[config.mk]
export PLATFORM = sky130hd
export DESIGN_NAME = ddr2_refresh_sched
export DESIGN_NICKNAME = d
export VERILOG_FILES = /design/src/rtl/ddr2_ref_pkg.sv /design/src/rtl/ddr2_ref_tick.sv /design/src/rtl/ddr2_ref_debt.sv /design/src/rtl/ddr2_ref_seq.sv /design/src/rtl/ddr2_refresh_sched.sv
export SDC_FILE = /design/constraint.sdc
export NUM_CORES = 1
export LEC_CHECK = 0
export BUFFER_PORTS_ARGS = -buffer_cell sky130_fd_sc_hd__buf_2
export CORE_MARGIN = 3
export CORE_UTILIZATION = 30
export CTS_CLUSTER_DIAMETER = 150
export DETAILED_ROUTE_END_ITERATION = 7
export PLACE_DENSITY_LB_ADDON = 0.25
export SKIP_CTS_REPAIR_TIMING = 1
export SLEW_MARGIN = 20
export SYNTH_ARGS = -nofsm -noshare
export SYNTH_HDL_FRONTEND = slang
export SYNTH_SLANG_ARGS = --single-unit
[constraint.sdc]
create_clock -name clk -period 2.7 [get_ports clk]
set_clock_uncertainty 0.15 [all_clocks]
set_input_delay 0.27 -clock clk [delete_from_list [all_inputs] [get_ports clk]]
set_output_delay 0.27 -clock clk [all_outputs]
set_load 0.01 [all_outputs]
[src/rtl/ddr2_ref_pkg.sv]
`timescale 1ns/1ps
package ddr2_ref_pkg;

  // Command code as {cs_n, ras_n, cas_n, we_n}
  typedef enum logic [3:0] {
    CMD_REF   = 4'b0001,
    CMD_PRE   = 4'b0010,
    CMD_NOP   = 4'b0111,
    CMD_DESEL = 4'b1111
  } ref_cmd_e;

  typedef enum logic [1:0] {
    SEQ_IDLE = 2'd0,
    SEQ_PRE  = 2'd1,
    SEQ_REF  = 2'd2
  } seq_state_e;

endpackage

[src/rtl/ddr2_ref_tick.sv]
`timescale 1ns/1ps
module ddr2_ref_tick #(
  parameter int N_NORM = 3125,
  parameter int N_HOT  = 1560
) (
  input  logic clk,
  input  logic rst_n,
  input  logic hot_i,
  output logic expire_o
);
  localparam int CW = $clog2(N_NORM);

  logic [CW-1:0] cnt_q, cnt_d, limit;
  logic          cnt_en;

  always_comb begin
    limit    = hot_i ? CW'(N_HOT - 1) : CW'(N_NORM - 1);
    expire_o = (cnt_q >= limit);
    cnt_en   = 1'b1;
    cnt_d    = expire_o ? '0 : cnt_q + 1'b1;
  end

  always_ff @(posedge clk or negedge rst_n) begin
    if (!rst_n)      cnt_q <= '0;
    else if (cnt_en) cnt_q <= cnt_d;
  end

  generate
    if (N_HOT > 1) begin : g_gap_chk
      // two expiries never fall on adjacent cycles
      assert_expire_gap_R3: assert property (@(posedge clk) disable iff (!rst_n)
        expire_o |=> !expire_o);
    end
  endgenerate

endmodule

[src/rtl/ddr2_ref_debt.sv]
`timescale 1ns/1ps
module ddr2_ref_debt #(
  parameter int MAX_PEND = 8
) (
  input  logic clk,
  input  logic rst_n,
  input  logic add_i,
  input  logic take_i,
  output logic req_o,
  output logic urgent_o
);
  localparam int PW = $clog2(MAX_PEND + 1);

  logic [PW-1:0] pend_q, pend_d;
  logic          full, inc, dec, pend_en;

  always_comb begin
    full    = (pend_q == PW'(MAX_PEND));
    inc     = add_i && !full;
    dec     = take_i && (pend_q != '0);
    pend_en = inc ^ dec;
    pend_d  = inc ? pend_q + 1'b1 : pend_q - 1'b1;
    req_o    = (pend_q != '0);
    urgent_o = full;
  end

  always_ff @(posedge clk or negedge rst_n) begin
    if (!rst_n)       pend_q <= '0;
    else if (pend_en) pend_q <= pend_d;
  end

  assert_no_overflow_R9: assert property (@(posedge clk) disable iff (!rst_n)
    pend_q <= PW'(MAX_PEND));

  assert_sat_hold_R9: assert property (@(posedge clk) disable iff (!rst_n)
    (urgent_o && add_i && !take_i) |=> urgent_o);

  // the sequencer only issues a refresh that is owed
  assert_take_pending_R8: assert property (@(posedge clk) disable iff (!rst_n)
    take_i |-> req_o);

endmodule

[src/rtl/ddr2_ref_seq.sv]
`timescale 1ns/1ps
module ddr2_ref_seq
  import ddr2_ref_pkg::*;
#(
  parameter int TRP  = 5,
  parameter int TRFC = 79
) (
  input  logic     clk,
  input  logic     rst_n,
  input  logic     req_i,
  input  logic     grant_i,
  input  logic     bank_open_i,
  output logic     busy_o,
  output logic     cke_o,
  output ref_cmd_e cmd_o,
  output logic     a10_o,
  output logic     issue_o
);
  localparam int LIM = (TRFC > TRP) ? TRFC : TRP;
  localparam int WW  = $clog2(LIM + 1);

  seq_state_e    state_q, state_d;
  logic [WW-1:0] wcnt_q, wcnt_d;
  logic          cke_q;

  // next-state process
  always_comb begin
    state_d = state_q;
    wcnt_d  = wcnt_q;
    unique case (state_q)
      SEQ_IDLE: begin
        if (req_i && grant_i) begin
          state_d = bank_open_i ? SEQ_PRE : SEQ_REF;
          wcnt_d  = '0;
        end
      end
      SEQ_PRE: begin
        if (wcnt_q == WW'(TRP - 1)) begin
          state_d = SEQ_REF;
          wcnt_d  = '0;
        end else begin
          wcnt_d  = wcnt_q + 1'b1;
        end
      end
      SEQ_REF: begin
        if (wcnt_q == WW'(TRFC - 1)) begin
          state_d = SEQ_IDLE;
          wcnt_d  = '0;
        end else begin
          wcnt_d  = wcnt_q + 1'b1;
        end
      end
      default: begin
        state_d = SEQ_IDLE;
        wcnt_d  = '0;
      end
    endcase
  end

  // register process
  always_ff @(posedge clk or negedge rst_n) begin
    if (!rst_n) begin
      state_q <= SEQ_IDLE;
      wcnt_q  <= '0;
      cke_q   <= 1'b0;
    end else begin
      state_q <= state_d;
      wcnt_q  <= wcnt_d;
      cke_q   <= 1'b1;
    end
  end

  // output decode
  always_comb begin
    cmd_o   = CMD_DESEL;
    a10_o   = 1'b0;
    issue_o = 1'b0;
    busy_o  = (state_q != SEQ_IDLE);
    cke_o   = cke_q;
    unique case (state_q)
      SEQ_PRE: begin
        cmd_o = (wcnt_q == '0) ? CMD_PRE : CMD_NOP;
        a10_o = (wcnt_q == '0);
      end
      SEQ_REF: begin
        cmd_o   = (wcnt_q == '0) ? CMD_REF : CMD_NOP;
        issue_o = (wcnt_q == '0);
      end
      default: ;
    endcase
  end

  // guard-time monitors: cycles since the last precharge / refresh
  logic [WW-1:0] since_pre_q, since_ref_q;
  always_ff @(posedge clk or negedge rst_n) begin
    if (!rst_n) begin
      since_pre_q <= WW'(LIM);
      since_ref_q <= WW'(LIM);
    end else begin
      if (cmd_o == CMD_PRE)            since_pre_q <= WW'(1);
      else if (since_pre_q < WW'(LIM)) since_pre_q <= since_pre_q + 1'b1;
      if (cmd_o == CMD_REF)            since_ref_q <= WW'(1);
      else if (since_ref_q < WW'(LIM)) since_ref_q <= since_ref_q + 1'b1;
    end
  end

  assert_pre_all_banks_R4: assert property (@(posedge clk) disable iff (!rst_n)
    (cmd_o == CMD_PRE) |-> a10_o);

  assert_trp_gap_R5: assert property (@(posedge clk) disable iff (!rst_n)
    (cmd_o == CMD_REF) |-> (since_pre_q >= WW'(TRP)));

  assert_trfc_gap_R7: assert property (@(posedge clk) disable iff (!rst_n)
    ((cmd_o != CMD_NOP) && (cmd_o != CMD_DESEL)) |-> (since_ref_q >= WW'(TRFC)));

  assert_cke_held_R10: assert property (@(posedge clk) disable iff (!rst_n)
    busy_o |-> cke_o);

endmodule

[src/rtl/ddr2_refresh_sched.sv]
`timescale 1ns/1ps
module ddr2_refresh_sched
  import ddr2_ref_pkg::*;
#(
  parameter int CLK_PS        = 2500,
  parameter int TREFI_NORM_PS = 7812500,
  parameter int TREFI_HOT_PS  = 3900000,
  parameter int TRP_PS        = 12500,
  parameter int TRFC_PS       = 197500,
  parameter int MAX_PEND      = 8
) (
  input  logic       clk,
  input  logic       rst_n,
  input  logic       temp_hot_i,
  input  logic       bank_open_i,
  input  logic       ref_grant_i,
  output logic       ref_req_o,
  output logic       ref_urgent_o,
  output logic       ref_busy_o,
  output logic       cke_o,
  output logic [3:0] cmd_o,
  output logic       a10_o
);
  localparam int N_NORM   = TREFI_NORM_PS / CLK_PS;
  localparam int N_HOT    = TREFI_HOT_PS / CLK_PS;
  localparam int TRP_CYC  = (TRP_PS + CLK_PS - 1) / CLK_PS;
  localparam int TRFC_CYC = (TRFC_PS + CLK_PS - 1) / CLK_PS;

  logic     expire, issue;
  ref_cmd_e cmd;

  ddr2_ref_tick #(.N_NORM(N_NORM), .N_HOT(N_HOT)) u_tick (
    .clk      (clk),
    .rst_n    (rst_n),
    .hot_i    (temp_hot_i),
    .expire_o (expire)
  );

  ddr2_ref_debt #(.MAX_PEND(MAX_PEND)) u_debt (
    .clk      (clk),
    .rst_n    (rst_n),
    .add_i    (expire),
    .take_i   (issue),
    .req_o    (ref_req_o),
    .urgent_o (ref_urgent_o)
  );

  ddr2_ref_seq #(.TRP(TRP_CYC), .TRFC(TRFC_CYC)) u_seq (
    .clk         (clk),
    .rst_n       (rst_n),
    .req_i       (ref_req_o),
    .grant_i     (ref_grant_i),
    .bank_open_i (bank_open_i),
    .busy_o      (ref_busy_o),
    .cke_o       (cke_o),
    .cmd_o       (cmd),
    .a10_o       (a10_o),
    .issue_o     (issue)
  );

  assign cmd_o = cmd;

endmodule

==> impl_metrics.sql <==
INSERT INTO impl_metrics (metric_group, metric, value, unit) VALUES
('status', 'run_status', 'finished clean', ''),
('drt', 'detail_route.first_pass.iterations', '5', ''),
('drt', 'drc', '0', ''),
('die', 'number_of_top_level_design_ports', '14', ''),
('synthesis', 'synthDominantAreaCellType', 'dfrtp_1', ''),
('worst_setup_path', 'critical_path_peak_fanout', '4', ''),
('pwr', 'share_comb_of_total_power', '29.1', '%'),
('worst_setup_path', 'timing.critical_path.from_type', 'register', ''),
('place', 'place_ws', '-54.2', 'ps'),
('clock_network', 'clk_latency', '270', 'ps'),
('worst_setup_path', 'path_cells', 'ha_1, o211ai_1, a21oi_1, a311o_1, nand2_8, ha_4, a21oi_4, nand2_2, a211o_1, o21ai_0, a21oi_1', ''),
('worst_setup_path', 'crit_slowest_cell', 'a311o_1', ''),
('finish', 'area_delta_synth_final', '18.4', '%'),
('drt', 'via_count', '1273', ''),
('worst_setup_path', 'cp.buffers_inverters', '0', ''),
('timing', 'setup_viol', '0', ''),
('synthesis', 'netlist.area_leader.share', '39.8', '%'),
('clock_network', 'clock_sinks', '26', ''),
('synthesis', 'syn_area_per_cell', '9.18', 'µm²'),
('finish', 'post-route-cell-area', '1930', 'µm²'),
('synthesis', 'ys_ff_latch', '26', ''),
('drt', 'detail-route-antenna-nets', '0', ''),
('worst_setup_path', 'slowest_delay', '410', 'ps'),
('worst_setup_path', 'critical-path-top-delay-family', 'compound AO/OA/AOI/OAI gates', ''),
('clock_network', 'clock_tree.buffer_depth', '2', ''),
('pwr', 'clk_network_pwr_share', '26.6', '%'),
('die', 'placement_rows', '26', ''),
('drt', 'vias_per_cell', '4.66', ''),
('place', 'numPortBuffers', '13', ''),
('worst_setup_path', 'cp.required', '2710', 'ps'),
('clock_network', 'cts_tree', 'built', ''),
('die', 'design.core.area', '5170', 'µm²'),
('synthesis', 'async_reset_ff_share', '100', '%'),
('finish', 'non_filler_instance_count_after_layout', '273', ''),
('finish', 'finalCoreUtilization', '37.4', '%'),
('grt', 'grt_start_max_net_pins', '27', ''),
('worst_setup_path', 'crit_arrival', '2520', 'ps'),
('timing', 'max_slew.worst_pin.slew', '600', 'ps'),
('synthesis', 'synth_most_common_cell', 'dfrtp_1', ''),
('place', 'numPlacedInstances', '265', ''),
('worst_setup_path', 'critical_path.most_common_cell', 'a21oi_1', ''),
('drt', 'wl_per_cell', '11.3', 'µm'),
('pwr', 'switching_power', '0.000297', 'W'),
('grt', 'global_route.overflow_total', '0', ''),
('clock_network', 'root_buffer', 'clkbuf_8', ''),
('pwr', 'sw_frac_of_total', '30.9', '%'),
('clock_network', 'cts_buffers', '3', ''),
('grt', 'grt_first_pass_wirelength', '5530', 'µm'),
('grt', 'grt.total_usage', '10.8', '%'),
('synthesis', 'ys.warnings.count', '0', ''),
('synthesis', 'synth_cell_type_count', '38', ''),
('timing', 'fin_worst_hold_slack', '104', 'ps'),
('finish', 'multiInputGateArea', '942', 'µm²'),
('job', 'maxCapViolCount', '0', ''),
('timing', 'fin_ws', '183', 'ps'),
('place', 'place.detailed.hpwl', '2260', 'µm'),
('min_path', 'hold_class', 'in -> reg', ''),
('place', 'gpl.final_weighted_congestion', '0.734', ''),
('synthesis', 'ys_top_cells_by_count', 'dfrtp_1, nor2_1, nand2_1, o21ai_0, ha_1', ''),
('timing', 'final_period_minus_worst_setup_slack', '2520', 'ps'),
('timing', 'final_critical_path_share_of_the_clock_period', '93.2', '%'),
('pwr', 'power_frac_seq', '44.3', '%'),
('synthesis', 'synth_cells', '178', ''),
('timing', 'timing.slew.headroom', '60.0', '%'),
('finish', 'fill_cells', '545', ''),
('pwr', 'power.internal', '0.000664', 'W'),
('drt', 'detailedRoute.firstIterationViolations', '41', ''),
('clock_network', 'htree_levels', '1', ''),
('pwr', 'total_leakage_power', '0.918', 'nW'),
('pwr', 'power.density_cell_area', '497', 'nW/µm²'),
('die', 'die_w', '79.8', 'µm');
-- area by class of cell --
type,count,share of cell area (%)
sequential,26,33.6
clock buffer,4,2.85
multi-input combinational,136,48.7
tap,70,4.53
inverter,13,2.52
timing repair buffer,24,7.76
-- flip-flops by register name, summed over array words and instances (netlist names) --
signal         cells
u_tick.cnt_q      12
u_seq.wcnt_q       7
u_debt.pend_q      4
u_seq.state_q      2
u_seq.cke_o        1
-- worst paths after layout --
path | to | slack, ps | start | cells past startpoint
setup / recovery | u_debt.pend_q[3] | 180 | u_tick.cnt_q[9] | 11
hold / removal | u_seq.state_q[0] | 100 | bank_open_i | 3
setup reg to reg | u_debt.pend_q[3] | 180 | u_tick.cnt_q[9] | 11
hold reg to reg | u_seq.wcnt_q[6] | 370 | u_seq.wcnt_q[6] | 1
max in group asynchronous | u_seq.wcnt_q[1] | 1620 | rst_n | 2
min in group asynchronous | u_seq.cke_o | 380 | rst_n | 2
-- cells in the final DEF (no fill, tap or decap), types with 2 or more instances in the layout --
| cell | netlist | final |
|---|---|---|
| nand4_1 | 2 | 2 |
| nand3_1 | 10 | 10 |
| nor2b_1 | 3 | 3 |
| a21o_1 | 2 | 2 |
| o21ai_1 | 1 | 2 |
| nor3_1 | 2 | 2 |
| nand2_1 | 15 | 14 |
| a21oi_1 | 9 | 8 |
| ha_1 | 14 | 13 |
| buf_4 | 0 | 10 |
| dfrtp_1 | 26 | 26 |
| o21ai_0 | 15 | 14 |
| a211o_1 | 2 | 2 |
| and3_1 | 6 | 6 |
| xnor2_1 | 7 | 7 |
| nand2b_1 | 3 | 3 |
| xor2_1 | 6 | 6 |
| nor2_1 | 21 | 21 |
| inv_1 | 13 | 13 |
| buf_2 | 0 | 13 |
| clkbuf_8 | 0 | 4 |
-- metrics by stage --
step	setup TNS, ps	total power, W
after floorplan	0	0.000612
after global placement	0	0.000691
after detailed placement	-54.2	0.000693
after CTS	0	0.000957
after global routing	-5.46	0.00104
final	0	0.000961
-- routing by layer --
metal,global-route usage [%],wire length (µm),vias up
met5,0,0,-
met4,4.05,23,0
met3,1.69,63,2
met2,17.5,1460,11
met1,14.4,1550,601
li1,-,-,659
-- power groups by stage --
stage	registers [W]	clock network (W)	logic (W)
after floorplan	0.000429	0	0.000182
after global placement	0.000432	0	0.000259
after detailed placement	0.000432	0	0.000260
after CTS	0.000424	0.000270	0.000263
after global routing	0.000428	0.000287	0.000323
final	0.000426	0.000256	0.000279
-- worst min-delay path: stages --
cell	delay, ps
buf_2	100
nand2_1	50
o21ai_0	60
-- cell families after synthesis --
family	share of synthesized area [%]
AOI/OAI and AO/OA	12.9
buffers and inverters	4.14
xor gates and xnor gates	7.96
other	0.229
and+or+nand+nor	21.5
muxes	1.53
adders and majority gates	11.9
DFF	39.8
(Power assumes the default switching activity.)
